File: config.mk
export PLATFORM = sky130hd
export DESIGN_NAME = frame_scaler
export DESIGN_NICKNAME = d
export VERILOG_FILES = /design/src/rtl/fs_pkg.sv /design/src/rtl/fs_frame_counter.sv /design/src/rtl/fs_coef_hold.sv /design/src/rtl/fs_scale_mul.sv /design/src/rtl/frame_scaler.sv
export SDC_FILE = /design/constraint.sdc
export NUM_CORES = 1
export LEC_CHECK = 0
export ABC_CLOCK_PERIOD_IN_PS = 6300
export BUFFER_PORTS_ARGS = -buffer_cell sky130_fd_sc_hd__buf_2
export CORE_UTILIZATION = 60
export CTS_CLUSTER_DIAMETER = 30
export DETAILED_ROUTE_END_ITERATION = 8
export GPL_TIMING_DRIVEN = 0
export PLACE_DENSITY = 0.81
export SETUP_SLACK_MARGIN = 0.05
export SYNTH_ARGS = -nofsm -noshare
export SYNTH_HDL_FRONTEND = slang
export SYNTH_SLANG_ARGS = --single-unit
export TNS_END_PERCENT = 20
File: constraint.sdc
create_clock -name clk -period 6.3 [get_ports clk]
set_input_delay 0.63 -clock clk [delete_from_list [all_inputs] [get_ports clk]]
set_output_delay 0.63 -clock clk [all_outputs]
set_load 0.05 [all_outputs]
File: src/rtl/fs_pkg.sv
package fs_pkg;
  typedef enum logic [1:0] {
    ST_LINES = 2'd0,
    ST_PPL   = 2'd1,
    ST_COEF  = 2'd2,
    ST_PIX   = 2'd3
  } fs_state_e;
endpackage

File: src/rtl/fs_frame_counter.sv
module fs_frame_counter #(
  parameter int CW = 8
) (
  input  logic          clk,
  input  logic          rst,
  input  logic          load_lines,
  input  logic          load_ppl,
  input  logic [CW-1:0] dim_in,
  input  logic          step,
  output logic          last,
  output logic          empty
);
  localparam logic [CW-1:0] ONE = CW'(1);

  logic [CW-1:0] lines_q, ppl_q, line_idx, pix_idx;
  logic          pix_wrap;

  assign pix_wrap = (pix_idx == ppl_q - ONE);
  assign last     = pix_wrap && (line_idx == lines_q - ONE);
  assign empty    = (lines_q == '0) || (ppl_q == '0);

  always_ff @(posedge clk) begin
    if (rst) begin
      lines_q  <= '0;
      ppl_q    <= '0;
      line_idx <= '0;
      pix_idx  <= '0;
    end else begin
      if (load_lines) lines_q <= dim_in;
      if (load_ppl) begin
        ppl_q    <= dim_in;
        line_idx <= '0;
        pix_idx  <= '0;
      end else if (step) begin
        if (pix_wrap) begin
          pix_idx  <= '0;
          line_idx <= line_idx + ONE;
        end else begin
          pix_idx <= pix_idx + ONE;
        end
      end
    end
  end

  AST_IDX_IN_RANGE: assert property (@(posedge clk) disable iff (rst)
    step |-> (!empty && pix_idx < ppl_q && line_idx < lines_q)) else $error("index range");
endmodule

File: src/rtl/fs_coef_hold.sv
module fs_coef_hold #(
  parameter int DW = 8
) (
  input  logic          clk,
  input  logic          rst,
  input  logic          take,
  input  logic [DW-1:0] coef_in,
  output logic [DW-1:0] coef_eff
);
  logic [DW-1:0] held;

  assign coef_eff = take ? coef_in : held;

  always_ff @(posedge clk) begin
    if (rst)       held <= '0;
    else if (take) held <= coef_in;
  end

  AST_COEF_KEPT: assert property (@(posedge clk) disable iff (rst)
    !take |=> $stable(held)) else $error("coef changed untaken");
endmodule

File: src/rtl/fs_scale_mul.sv
module fs_scale_mul #(
  parameter int DW = 8
) (
  input  logic [DW-1:0] pix,
  input  logic [DW-1:0] coef,
  output logic [DW-1:0] prod
);
  assign prod = pix * coef;
endmodule

File: src/rtl/frame_scaler.sv
module frame_scaler #(
  parameter int DW = 8
) (
  input  logic          clk,
  input  logic          rst,
  input  logic [DW-1:0] din_data,
  input  logic          din_valid,
  output logic          din_ready,
  input  logic [DW-1:0] coef_data,
  input  logic          coef_valid,
  output logic          coef_ready,
  output logic [DW-1:0] dout_data,
  output logic          dout_valid,
  input  logic          dout_ready,
  output logic          frame_done
);
  import fs_pkg::*;

  fs_state_e     st, st_nx;
  logic          in_hdr, pix_fire, coef_take, last, empty;
  logic [DW-1:0] coef_eff;

  assign in_hdr     = (st == ST_LINES) || (st == ST_PPL);
  assign din_ready  = in_hdr || ((st == ST_PIX) && dout_ready);
  assign coef_ready = (st == ST_COEF) || (st == ST_PIX);
  assign dout_valid = (st == ST_PIX) && din_valid;
  assign pix_fire   = dout_valid && dout_ready;
  assign coef_take  = coef_valid && coef_ready;
  assign frame_done = pix_fire && last;

  always_comb begin
    st_nx = st;
    unique case (st)
      ST_LINES: if (din_valid)  st_nx = ST_PPL;
      ST_PPL:   if (din_valid)  st_nx = ST_COEF;
      ST_COEF:  if (coef_valid) st_nx = empty ? ST_LINES : ST_PIX;
      ST_PIX:   if (frame_done) st_nx = ST_LINES;
      default:  st_nx = ST_LINES;
    endcase
  end

  always_ff @(posedge clk) begin
    if (rst) st <= ST_LINES;
    else     st <= st_nx;
  end

  fs_frame_counter #(.CW(DW)) u_cnt (
    .clk        (clk),
    .rst        (rst),
    .load_lines ((st == ST_LINES) && din_valid),
    .load_ppl   ((st == ST_PPL) && din_valid),
    .dim_in     (din_data),
    .step       (pix_fire),
    .last       (last),
    .empty      (empty)
  );

  fs_coef_hold #(.DW(DW)) u_coef (
    .clk      (clk),
    .rst      (rst),
    .take     (coef_take),
    .coef_in  (coef_data),
    .coef_eff (coef_eff)
  );

  fs_scale_mul #(.DW(DW)) u_mul (
    .pix  (din_data),
    .coef (coef_eff),
    .prod (dout_data)
  );

  AST_PIX_TIED_TO_OUT: assert property (@(posedge clk) disable iff (rst)
    (din_valid && din_ready && dout_valid) |-> dout_ready) else $error("pixel taken unaccepted");
  AST_DONE_ON_ACCEPT: assert property (@(posedge clk) disable iff (rst)
    frame_done |-> (dout_valid && dout_ready)) else $error("done without accept");
  AST_HDR_AFTER_DONE: assert property (@(posedge clk) disable iff (rst)
    frame_done |=> (din_ready && !dout_valid && !coef_ready)) else $error("no header after done");
  AST_COEF_WAIT: assert property (@(posedge clk) disable iff (rst)
    (st == ST_COEF) |-> (!din_ready && !dout_valid)) else $error("data moved before coef");
  AST_EMPTY_SKIP: assert property (@(posedge clk) disable iff (rst)
    (st == ST_COEF && coef_valid && empty) |=> (st == ST_LINES)) else $error("empty frame entered pixels");
  AST_RESET_STATE: assert property (@(posedge clk)
    $past(rst) |-> (st == ST_LINES && !dout_valid)) else $error("reset state");
endmodule

-- Word level (Yosys, flattened, before mapping)
Index checks and enable logic that the tools add are counted.
- bits in registers: 42
- input port bits: 21
- output and inout bits: 12
- logic and storage cells: 46
- add/subtract/negate cells: 4
- $mul: 1
- equality and inequality tests: 9
- muxes and demuxes: 8
- reductions and logical operators: 18
- operator list (kind ; count):
    $add A8 B1 Y8 const B ; 2
    $eq A8 B8 Y1 ; 2
    $logic_not A8 Y1 ; 2
    $mux W8 ; 2
    $sub A8 B1 Y8 const B ; 2
    $mux W2 ; 5
    $logic_and A1 B1 Y1 ; 8
    $mul A8 B8 Y8 ; 1
    $ne A2 B2 Y1 const B ; 4
    $pmux W2 S4 ; 1
    $eq A2 B2 Y1 const B ; 2
    $logic_or A1 B1 Y1 ; 4
    $reduce_and A4 Y1 ; 1
    $eq A2 B1 Y1 const B ; 1
    $logic_not A2 Y1 ; 1
    $reduce_and A2 Y1 ; 1
    $reduce_or A2 Y1 ; 1

-- Logic depth before layout (Yosys ltp)
- depth after elaboration: 6
- gate-level depth with buffers: 18
- mapped depth without buffers: 17

-- By module
From an unflattened synthesis, not the netlist that was laid out.
- cell total of the unflattened synthesis: 362
- area, all modules: 3206.8 um^2
- modules (own cells, without submodules) (module ; instances ; cells each ; area an instance (um^2)):
    fs_frame_counter ; 1 ; 214 ; 1826.8
    fs_scale_mul ; 1 ; 102 ; 885.8
    fs_coef_hold ; 1 ; 25 ; 341.6
    frame_scaler ; 1 ; 21 ; 152.6

-- Worst setup path before layout
OpenSTA, ideal clock, no wires.
- path kind: in2out
- from: input coef_valid
- to: output dout_data[7]
- arrival: 4.537 ns
- required time: 5.670 ns
- path slack: 1.133 ns
- stages: 15
- buffers on the path: 0
- cell sequence: nand2_1 -> mux2_2 -> nand2_1 -> fa_1 -> fa_1 -> inv_1 -> fa_1 -> inv_1 -> fa_1 -> inv_1 -> ha_1 -> a21oi_1 -> xnor2_1 -> xnor2_1 -> xnor3_1
- longest elaborated chain between the ends: 3
- ends and longest elaborated chain (element ; RTL line ; text):
    start, declared ; frame_scaler.sv:10 ; input logic coef_valid,
    $logic_and A1 B1 Y1 ; frame_scaler.sv:28 ; assign coef_take = coef_valid && coef_ready;
    $mux W8 ; -- ;
    $mul A8 B8 Y8 ; fs_scale_mul.sv:8 ; assign prod = pix * coef;
    end, declared ; frame_scaler.sv:12 ; output logic [DW-1:0] dout_data,
Every way passes these cells.

-- Final worst setup path
- from: register st[1]
- to: output dout_data[7]
- longest elaborated chain between the ends: 5
- ends and longest elaborated chain (element ; RTL line ; text):
    start, declared ; frame_scaler.sv:19 ; fs_state_e st, st_nx;
    start signal, assigned ; frame_scaler.sv:44 ; else st <= st_nx;
    $eq A2 B2 Y1 ; frame_scaler.sv:25 ; assign coef_ready = (st == ST_COEF) || (st == ST_PIX);
    $logic_or A1 B1 Y1 * ; frame_scaler.sv:25 ;
    $logic_and A1 B1 Y1 * ; frame_scaler.sv:28 ;
    $mux W8 * ; -- ;
    $mul A8 B8 Y8 * ; fs_scale_mul.sv:8 ;
Every way passes the cells marked *; elsewhere a longest branch is shown, timed or not.

==> impl_metrics.csv <==
group,metric,value,unit
clocking,cts_resized,0,
place,dp_hpwl,5010,um
yosys,async_flop_share,0,%
clocking,cts_buffer_depth,2,
place,dpl_cell_area,3390,sq um
worst_setup_path,r2r-start,"u_cnt.ppl_q[0]$_SDFFE_PP0P_",
die,die-area,5550,sq um
global_route,antenna_found_initial,0,
place,port_buffers,30,
power,p_leak,1.61,nW
yosys,ys.flop_type,"dfxtp_1",
route,vias,2599,
clocking,htreeDepth,2,
die,start_util,62.2,%
die,die_width,74.5,um
worst_setup_path,worstSetupPathType,"flip-flop to output pin",
place,routabilityCongestion,0.848,
hold_path,hold_path_depth,2,
global_route,grt_usage,26.0,%
clocking,post_cts_buffers,0,
yosys,syn_inst,368,
route,drt-total-wl,6440,um
yosys,synth_cell_types,47,
sta,setup-tns-final,0,ps
outcome,status,"finished, final reports clean",
cells_and_area,num_antenna_cells,0,
sta,final_hold_viol_count,0,
worst_setup_path,endpoint_kind,"output pin",
yosys,syn_area_per_cell,8.57,sq um
sta,rsz0062_at_grt,"no",
clocking,cts.sinks,42,
yosys,synthAdderAreaFrac,16.3,%
worst_setup_path,worstRegToRegCells,9,
cells_and_area,finish.instance_area,3500,sq um
yosys,yosysWarnings,0,
cells_and_area,postLayoutCoreUtil,69.1,%
hold_path,worst_hold_startpoint,"u_coef.held[7]$_SDFF_PP0_",
yosys,synth_edf_count,0,
clocking,hold_buffers,0,
route,vias_per_cell,5.47,
worst_setup_path,critPathMaxFanout,10,
worst_setup_path,worstReg2RegEnd,"st[0]$_SDFFE_PP0P_",
worst_setup_path,reg2reg_slack,3620,ps
flow_run,drv_cap,0,
sta,period_needed,5810,ps
clocking,cts_root_buf,"clkbuf_8",
clocking,cts_buffers,5,
cells_and_area,most-common-layout-cells,"nor2_1, dfxtp_1, inv_1",
global_route,grt_max_degree,13,
sta,clock_skew,6.48,ps
yosys,synthXorXnorAreaFrac,12.7,%
power,peakVddDrop,0.000164,V
route,drt_iter0_markers,117,
global_route,grt_pass1_wl,11000,um
route,ant_nets,0,
place,dp_cells,468,
yosys,syn_nets,423,
cells_and_area,multiInputGateArea,2120,sq um
die,rows,26,
sta,hold_slack,503,ps
clocking,clkTransAtPathRegs,80,ps
yosys,synth_mux_area_share,8.09,%
clocking,cts_tree,"done",
worst_setup_path,worst_ep_arrival_time,5180,ps
cells_and_area,stdcell_count,475,
yosys,synth_top_family_by_area,"simple AND/OR/NAND/NOR gates",
global_route,grt_pass1_vias,2422,
worst_setup_path,crit_path_start_kind,"flip-flop",
cells_and_area,seqCellArea,841,sq um
yosys,synth_compound_area_share,8.41,%
power,power,0.669,mW
sta,timing.fmax,172,MHz
sta,setup_viol,0,
die,core_area,5070,sq um
die,ios,33,
sta,min_period_over_period,92.3,%
cells_and_area,syn2layout_area_growth,11.1,%
power,p_per_area,191,nW/um^2
cells_and_area,fillers,424,
route,drc_errors,0,
place,post-place-ws,756,ps
global_route,grt_use_met2,43.3,%
yosys,synth-seq-cells,42,
cells_and_area,nNetsFinal,460,
yosys,synth-seq-area-share,26.7,%
clocking,clock_latency,300,ps
global_route,gr-usage-met3,4.74,%
yosys,synthSimpleGateAreaFrac,21.9,%
sta,slew_headroom,51.8,%
sta,fin_ws,486,ps
sta,report.final.slew_viol_count,0,
global_route,overflow,0,
hold_path,min_to,"u_coef.held[7]$_SDFF_PP0_",
global_route,top_usage_layer,"met2",
hold_path,min_path_type,"flip-flop to flip-flop",
yosys,synthesis.area,3150,sq um
worst_setup_path,required,5670,ps
cells_and_area,drive_gt1_share,11.6,%
sta,worstMarginPinSlew,702,ps
die,die_h,74.5,um
route,firstDrtPassIters,4,
global_route,met1_usage,34.8,%
route,wl_per_cell,13.6,um
[registers in the layout, summed over array words and instances, names as in the netlist]
name / flops
u_cnt.line_idx: 8
u_coef.held: 8
u_cnt.pix_idx: 8
u_cnt.ppl_q: 8
u_cnt.lines_q: 8
st: 2
[logic make-up after synthesis]
group,after synthesis
compound gates,39
xor+xnor,44
fa+ha+maj,34
buf+inv,50
flops,42
mux,25
simple gates,134
[critical path: stages, from the launching register on]
cell and delay [ps]:
dfxtp_1 310, clkbuf_1 280, nand2_1 380, mux2_2 390, nand2_1 90, fa_1 470
fa_1 540, inv_1 50, fa_1 470, inv_1 50, fa_1 530, inv_1 40
ha_1 310, a21oi_1 200, xnor2_1 160, xnor2_1 160, xnor3_1 230, buf_2 220
[worst max-delay path by stage]
| stage | slack, ps | startpoint | end |
|---|---|---|---|
| after global placement | 790 | coef_valid | dout_data[7] |
| after global routing | 190 | st[1]$_SDFFE_PP0P_ | dout_data[7] |
| final | 490 | st[1]$_SDFFE_PP0P_ | dout_data[7] |
| after CTS | 470 | st[1]$_SDFFE_PP0P_ | dout_data[7] |
| after detailed placement | 760 | coef_valid | dout_data[7] |
| after floorplan | 1130 | coef_valid | dout_data[7] |
[power by group]
group	switching [mW]	internal [mW]	total (mW)
clock network	0.0923	0.127	0.219
logic	0.102	0.0648	0.166
registers	0.00935	0.274	0.283
[synthesized netlist by cell type (all sizes together) (2+ instances only)]
cell    count  share of area (%)
and3        5               0.99
xnor2      30                8.3
dfxtp      42                 27
mux2i      21                6.7
nand4       2               0.40
a211o       2               0.56
and2        7                1.4
xor2       13                3.6
mux2        4                1.4
or3         2               0.40
nor3        6               0.95
nor2       42                5.0
a221oi      2               0.56
nand3       7                1.1
inv        36                4.3
nand2b      9                1.8
a21o        4               0.95
a21oi      11                1.7
nor2b      21                4.2
fa         12                7.6
o21ai       9                1.4
buf         5               0.63
clkbuf      9                1.1
a211oi      3               0.87
or4         2               0.60
nand2      21                2.5
nand4b      2               0.56
ha         22                8.7
nor4        4               0.99
[area by class of cell]
cell class	count	share of cell area [%]
inverter	36	3.86
multi-input combinational	276	60.6
buffer	14	1.54
tap	70	2.50
sequential	42	24.0
clock inverter	1	0.857
clock buffer	6	2.36
timing repair buffer	30	4.28
[routing by layer]
| metal | routed length [um] | vias up | part of all wire, % |
|---|---|---|---|
| met5 | 0 | - | 0 |
| met4 | 84 | 0 | 1.3 |
| met3 | 326 | 9 | 5.1 |
| met2 | 3060 | 58 | 47 |
| met1 | 2970 | 1236 | 46 |
| li1 | - | 1296 | - |
No activity file was read; power rests on OpenSTA's default activity.
